File: src/rtl/irq_tree_pkg.sv
package irq_tree_pkg;
  localparam int unsigned BYTE_W = 8;
  localparam int unsigned LPB    = 8;  // lines per block, one byte of status

  // offsets from window base
  localparam int unsigned OFF_ROOT = 0;
  localparam int unsigned OFF_MST0 = 1;
  localparam int unsigned OFF_SEL  = 5;
  localparam int unsigned OFF_PEND = 6;
  localparam int unsigned OFF_CFG  = 7;
  localparam int unsigned OFF_LIVE = 8;

  // config byte fields
  localparam int unsigned CB_LVL     = 0;
  localparam int unsigned CB_MASK_FE = 1;
  localparam int unsigned CB_MASK_RE = 2;
  localparam int unsigned CB_CLR     = 3;
  localparam int unsigned CB_IDX     = 4;
  localparam int unsigned CB_WE      = 7;

  typedef struct packed {
    logic lvl;
    logic mask_re;
    logic mask_fe;
  } line_cfg_t;

  localparam line_cfg_t CFG_RST = '{lvl: 1'b0, mask_re: 1'b1, mask_fe: 1'b1};
endpackage

File: src/rtl/irq_line_cell.sv
module irq_line_cell
  import irq_tree_pkg::*;
(
  input  logic      clk_i,
  input  logic      rst_ni,
  input  logic      line_i,
  input  logic      cfg_we_i,
  input  line_cfg_t cfg_i,
  input  logic      clr_i,
  output logic      pend_o
);
  logic      prev_q;
  logic      pend_q;
  line_cfg_t cfg_q;
  logic      rise, fall, edge_hit, lvl_hit;

  assign rise     = line_i & ~prev_q;
  assign fall     = ~line_i & prev_q;
  assign edge_hit = (rise & ~cfg_q.mask_re) | (fall & ~cfg_q.mask_fe);
  assign lvl_hit  = (line_i & ~cfg_q.mask_re) | (~line_i & ~cfg_q.mask_fe);

  always_ff @(posedge clk_i or negedge rst_ni) begin
    if (!rst_ni) begin
      prev_q <= 1'b0;
      cfg_q  <= CFG_RST;
      pend_q <= 1'b0;
    end else begin
      prev_q <= line_i;
      if (cfg_we_i) cfg_q <= cfg_i;
      if (cfg_q.lvl)     pend_q <= lvl_hit;
      else if (edge_hit) pend_q <= 1'b1;  // new edge beats clear
      else if (clr_i)    pend_q <= 1'b0;
    end
  end

  assign pend_o = pend_q;
endmodule

File: src/rtl/irq_summary_tree.sv
module irq_summary_tree
  import irq_tree_pkg::*;
#(
  parameter int unsigned NUM_LINES = 256,
  parameter int unsigned BPM       = 8,
  localparam int unsigned NUM_BLKS = NUM_LINES / LPB,
  localparam int unsigned NUM_MST  = NUM_BLKS / BPM
) (
  input  logic [NUM_LINES-1:0] pend_i,
  output logic [NUM_BLKS-1:0]  blk_any_o,
  output logic [NUM_MST-1:0]   mst_any_o,
  output logic                 irq_o
);
  for (genvar b = 0; b < NUM_BLKS; b++) begin : g_blk
    assign blk_any_o[b] = |pend_i[b*LPB +: LPB];
  end
  for (genvar m = 0; m < NUM_MST; m++) begin : g_mst
    assign mst_any_o[m] = |blk_any_o[m*BPM +: BPM];
  end
  assign irq_o = |mst_any_o;
endmodule

File: src/rtl/irq_reg_if.sv
module irq_reg_if
  import irq_tree_pkg::*;
#(
  parameter int unsigned NUM_LINES = 256,
  parameter int unsigned BPM       = 8,
  parameter int unsigned ADDR_W    = 10,
  parameter logic [ADDR_W-1:0] BASE_ADDR = 10'h1BB,
  localparam int unsigned NUM_BLKS = NUM_LINES / LPB,
  localparam int unsigned NUM_MST  = NUM_BLKS / BPM,
  localparam int unsigned SEL_W    = $clog2(NUM_BLKS),
  localparam int unsigned IDX_W    = $clog2(LPB),
  localparam int unsigned LINE_W   = SEL_W + IDX_W
) (
  input  logic                 clk_i,
  input  logic                 rst_ni,
  input  logic [ADDR_W-1:0]    addr_i,
  input  logic                 wr_en_i,
  input  logic [BYTE_W-1:0]    wr_data_i,
  input  logic                 rd_en_i,
  input  logic [NUM_LINES-1:0] line_i,
  input  logic [NUM_LINES-1:0] pend_i,
  input  logic [NUM_BLKS-1:0]  blk_any_i,
  input  logic [NUM_MST-1:0]   mst_any_i,
  output logic [BYTE_W-1:0]    rd_data_o,
  output logic [NUM_LINES-1:0] cfg_we_o,
  output logic [NUM_LINES-1:0] cfg_clr_o,
  output line_cfg_t            cfg_val_o,
  output logic [SEL_W-1:0]     sel_o
);
  logic [ADDR_W-1:0] off;
  logic [SEL_W-1:0]  sel_q;
  logic [BYTE_W-1:0] rd_q, rd_mux;
  logic [LINE_W-1:0] tgt;
  logic              cfg_hit;

  assign off     = addr_i - BASE_ADDR;
  assign cfg_hit = wr_en_i && (off == ADDR_W'(OFF_CFG)) && wr_data_i[CB_WE];
  assign tgt     = {sel_q, wr_data_i[CB_IDX +: IDX_W]};

  assign cfg_we_o  = cfg_hit ? (NUM_LINES'(1) << tgt) : '0;
  assign cfg_clr_o = cfg_we_o & {NUM_LINES{wr_data_i[CB_CLR]}};
  assign cfg_val_o = '{lvl:     wr_data_i[CB_LVL],
                       mask_re: wr_data_i[CB_MASK_RE],
                       mask_fe: wr_data_i[CB_MASK_FE]};

  always_comb begin
    rd_mux = '0;
    if (off == ADDR_W'(OFF_ROOT)) rd_mux = BYTE_W'({mst_any_i, 1'b0});
    if (off == ADDR_W'(OFF_SEL))  rd_mux = BYTE_W'(sel_q);
    if (off == ADDR_W'(OFF_PEND)) rd_mux = pend_i[int'(sel_q)*LPB +: LPB];
    if (off == ADDR_W'(OFF_LIVE)) rd_mux = line_i[int'(sel_q)*LPB +: LPB];
    for (int m = 0; m < NUM_MST; m++) begin
      if (off == ADDR_W'(OFF_MST0 + m)) rd_mux = blk_any_i[m*BPM +: BPM];
    end
  end

  always_ff @(posedge clk_i or negedge rst_ni) begin
    if (!rst_ni) begin
      sel_q <= '0;
      rd_q  <= '0;
    end else begin
      if (wr_en_i && (off == ADDR_W'(OFF_SEL))) sel_q <= wr_data_i[SEL_W-1:0];
      if (rd_en_i) rd_q <= rd_mux;
    end
  end

  assign rd_data_o = rd_q;
  assign sel_o     = sel_q;
endmodule

File: src/rtl/irq_tree_ctrl.sv
module irq_tree_ctrl
  import irq_tree_pkg::*;
#(
  parameter int unsigned NUM_LINES = 256,
  parameter int unsigned BPM       = 8,
  parameter int unsigned ADDR_W    = 10,
  parameter logic [ADDR_W-1:0] BASE_ADDR = 10'h1BB,
  localparam int unsigned NUM_BLKS = NUM_LINES / LPB,
  localparam int unsigned NUM_MST  = NUM_BLKS / BPM,
  localparam int unsigned SEL_W    = $clog2(NUM_BLKS)
) (
  input  logic                 clk_i,
  input  logic                 rst_ni,
  input  logic [NUM_LINES-1:0] line_i,
  input  logic [ADDR_W-1:0]    addr_i,
  input  logic                 wr_en_i,
  input  logic [BYTE_W-1:0]    wr_data_i,
  input  logic                 rd_en_i,
  output logic [BYTE_W-1:0]    rd_data_o,
  output logic                 irq_o
);
  logic [NUM_LINES-1:0] cfg_we, cfg_clr, pend;
  logic [NUM_BLKS-1:0]  blk_any;
  logic [NUM_MST-1:0]   mst_any;
  logic [SEL_W-1:0]     blk_sel;
  line_cfg_t            cfg_val;

  irq_reg_if #(
    .NUM_LINES(NUM_LINES), .BPM(BPM), .ADDR_W(ADDR_W), .BASE_ADDR(BASE_ADDR)
  ) u_regs (
    .clk_i, .rst_ni, .addr_i, .wr_en_i, .wr_data_i, .rd_en_i, .line_i,
    .pend_i(pend), .blk_any_i(blk_any), .mst_any_i(mst_any),
    .rd_data_o, .cfg_we_o(cfg_we), .cfg_clr_o(cfg_clr),
    .cfg_val_o(cfg_val), .sel_o(blk_sel)
  );

  for (genvar l = 0; l < NUM_LINES; l++) begin : g_line
    irq_line_cell u_cell (
      .clk_i, .rst_ni, .line_i(line_i[l]), .cfg_we_i(cfg_we[l]),
      .cfg_i(cfg_val), .clr_i(cfg_clr[l]), .pend_o(pend[l])
    );
  end

  irq_summary_tree #(.NUM_LINES(NUM_LINES), .BPM(BPM)) u_tree (
    .pend_i(pend), .blk_any_o(blk_any), .mst_any_o(mst_any), .irq_o
  );
endmodule

File: config.mk
export PLATFORM = sky130hd
export DESIGN_NAME = irq_tree_ctrl
export DESIGN_NICKNAME = d
export VERILOG_FILES = /design/src/rtl/irq_tree_pkg.sv /design/src/rtl/irq_line_cell.sv /design/src/rtl/irq_summary_tree.sv /design/src/rtl/irq_reg_if.sv /design/src/rtl/irq_tree_ctrl.sv
export SDC_FILE = /design/constraint.sdc
export NUM_CORES = 2
export LEC_CHECK = 0
export BUFFER_PORTS_ARGS = -buffer_cell sky130_fd_sc_hd__buf_4
export CAP_MARGIN = 20
export CORE_ASPECT_RATIO = 0.8
export CORE_MARGIN = 2
export CORE_UTILIZATION = 39
export CTS_CLUSTER_DIAMETER = 60
export DETAILED_ROUTE_END_ITERATION = 8
export SKIP_CTS_REPAIR_TIMING = 1
export SKIP_LAST_GASP = 1
export SYNTH_ARGS = -nofsm -noshare
export SYNTH_HDL_FRONTEND = slang
export SYNTH_SLANG_ARGS = --single-unit
File: constraint.sdc
create_clock -name clk_i -period 3.1 [get_ports clk_i]
set_clock_uncertainty 0.2 [all_clocks]
set_input_delay 0.155 -clock clk_i [delete_from_list [all_inputs] [get_ports clk_i]]
set_output_delay 0.155 -clock clk_i [all_outputs]
set_load 0.02 [all_outputs]
==> run summary <==
Site Rows = 126
Die area = 151,100 sq um
Critical path class = reg -> out
Cell area after layout = 74,520 sq um
Synth async-reset ratio = 100.0%
CP arrival = 2.86 ns
HP Start = addr_i[0]
Slowest CP cell = dfrtp_1
Static Leak = 29.85 nW
Top cell type's share of synthesized area = 33.87%
Sequential share of power = 46.0%
Total clock sinks = 1,293
RSZ-0062 raised after global routing = true
CP max FO = 3
Average wire per standard cell = 28.93 microns
Drt pass-1 iters = 6
Total GRT Usage = 27.90%
Vias = 45,835
Syn-to-layout area delta = 29.15%
Post-synth EDFFs = 0
Total Power = 37.37 mW
Ports = 287
Number of routed nets with antenna violations = 0
Clk Latency, worst-skew pair = 0.79 ns
Power per standard cell area = 501.4 nW/um^2
Yosys cell types = 57
Average cell area after synthesis = 12.32 sq um
Slew @ Worst Pin = 0.9003 ns
Fraction of synthesized cell area in xor and xnor cells = 0%
Launch point of the worst reg-to-reg path = u_regs.sel_o[0]$_DFFE_PN0P_
Switch Pwr = 9.047 mW
Int Power = 28.32 mW
Initial DRC count = 5,183
Core box area = 147,200 sq um
Final Net Count = 5,942
Pins over their slew limit = 0
Pin count of the biggest net entering global routing = 98
Initial Utilization = 39.19%
Fraction of layout cells with a size suffix above 1 = 39.05%
Compound-Gate Fraction of Synth Area = 10.89%
Synth area leaders = dfrtp_1 34%, dfstp_2 23%, mux2_2 15%
Yosys top cell by area = dfrtp_1
Top-count cell post-synth = dfrtp_1
CTS H-tree lvls = 4
Fillers = 12,682
Worst Path Buf+Inv = 4
Top FF cell, synth = dfrtp_1
Final wirelength = 224,800 microns
Final setup fails = 1
Hold Path End = u_regs.rd_data_o[0]$_DFFE_PN0P_
GPL Wtd Cong = 0.9790
Comb power frac = 7.0%
CP Capture Type = primary output
Die Y = 348.0 microns
Tcrit/Tclk final = 103.8%
Failing checks = negative hold slack, negative setup slack
Worst slack, placed = -0.2385 ns
HP Class = in -> reg
Worst setup SP type = register
CTS tree = yes
Overflow after GRT = 0
Outcome = complete, but fails checks
Total clock buffers created by CTS = 139
FMAX = 310.7 MHz
Crit path cell chain = nor4_2 > buf_4 > nand4_1 > nor4_2 > buf_4 > nand4_1 > buf_6 > buf_6
Clk pin slew, worst setup/hold paths = 0.06 ns
Rel. slew slack = 39.34%
Worst path required time = 2.74 ns
Synth cell count leaders = 781 x dfrtp_1, 770 x mux2_2, 512 x dfstp_2
Final worst slack = -0.1182 ns
WHS Path Cells = 5
Syn Inst Count = 4,682
Cell area after synthesis = 57,700 sq um
Worst reg-to-reg setup slack = 0.01 ns
Clock share of power = 46.9%
Ys Warns = 0
Residual DRC = 0
Final Hold Vio Count = 13
DPL Wire Length = 154,000 microns
Post-synthesis sequential area ratio = 57.18%
Peak VDD IR = 0.4721 mV
Reg2Reg Capture Point = u_regs.rd_data_o[2]$_DFFE_PN0P_
Syn_nets = 4,960
Worst hold slack = -0.08153 ns
Vias in the first global route = 42,406
Via density = 5.898
Port bufs = 286
Placed Instance Area = 63,690 sq um
Post-Synth Adder-Cell Area = 0%
Synth Area in Simple Gates = 7.728%
FF-to-FF path depth = 9
Crit-path max cell delay = 0.43 ns
Mux share of post-synthesis cell area = 20.67%
Root buffer cell = clkbuf_16
Max Cap Violations = 0
Longest Clk Path Bufs = 3
Flop and latch count out of synthesis = 1,293
Die W = 434.0 microns
Final TNS setup = -0.1182 ns
Sw Ratio = 24.21%
Global-route wire length before repair = 305,600 microns
Largest family of logic cells by synthesized area = multiplexers
Initial antenna violation count = 25
Crit path time final = 3.218 ns
Cell family with most CP delay = simple AND/OR/NAND/NOR gates
cells by family after synthesis:
group,after synthesis
and+or+nand+nor,1060
muxes,950
DFF,1293
AOI/OAI and AO/OA,887
buffers and inverters,492
layout make-up:
type	instances	area, sq um	share of cell area, %
diodes	7	17.52	0.02350
clock buffers	206	4128	5.539
clock inverters	51	668.1	0.8965
inverters	263	987.2	1.325
multi-input cells	2897	23350	31.33
flip-flops and latches	1293	33010	44.30
well taps	1984	2482	3.331
repair buffers	1070	9881	13.26
state kept, by name, summed over array words and instances, names as in the netlist:
name,count
u_regs.sel_o,5
g_line.u_cell.cfg_q,768
u_regs.rd_data_o,8
g_line.u_cell.prev_q,256
g_line.u_cell.pend_o,256
power by group through the flow:
| stage | registers, mW | logic [mW] | clock network [mW] |
|---|---|---|---|
| after floorplan | 17.5 | 0.561 | 0 |
| after global placement | 17.5 | 1.96 | 0 |
| after detailed placement | 17.5 | 1.97 | 0 |
| after CTS | 17.2 | 1.98 | 17.7 |
| after global routing | 17.2 | 2.78 | 18.5 |
| final | 17.2 | 2.63 | 17.5 |
how the worst max path moves through the flow:
stage	start	to	slack, ns	depth (start not counted)
after global routing	g_line[78].u_cell.pend_o$_DFFE_PN0P_	irq_o	-0.18	8
after floorplan	u_regs.sel_o[0]$_DFFE_PN0P_	u_regs.rd_data_o[5]$_DFFE_PN0P_	0.62	8
after global placement	u_regs.sel_o[0]$_DFFE_PN0P_	u_regs.rd_data_o[0]$_DFFE_PN0P_	-0.33	8
after CTS	g_line[173].u_cell.pend_o$_DFFE_PN0P_	irq_o	-0.64	8
final	g_line[178].u_cell.pend_o$_DFFE_PN0P_	irq_o	-0.12	8
after detailed placement	u_regs.sel_o[0]$_DFFE_PN0P_	u_regs.rd_data_o[0]$_DFFE_PN0P_	-0.24	8
worst min-delay path: stages:
cell and delay (ns):
buf_4 0.14, buf_4 0.21, nor2_1 0.13, a2111oi_1 0.09, o21ai_1 0.14
per-layer routing:
layer	up-vias	wire (microns)	global-route usage [%]
li1	19172	-	-
met1	23884	94390	40.09
met2	2278	99720	41.22
met3	485	20710	5.464
met4	16	9883	11.59
met5	-	99	0
layout by cell type, fill, tap and decap left out, drive strengths merged, types with 209 or more instances in the layout:
cell	synthesis	layout
inv	261	270
nand2	482	482
dfstp	512	512
mux2	773	773
buf	89	538
nor2	397	397
dlygate4sd3	0	529
o211ai	256	256
a21oi	276	276
o311ai	256	256
dfrtp	781	781
clkbuf	140	209
per-stage QoR:
| step | std cells | util (%) |
|---|---|---|
| 2_1_floorplan | 4682 | - |
| 3_3_place_gp | 6971 | 43.26 |
| 3_5_place_dp | 6971 | 43.26 |
| 4_1_cts | 7228 | 46.51 |
| 5_1_grt | 7766 | 50.60 |
| 6_report | 7771 | 50.61 |
Note: power is estimated with default switching activity, not from simulation.
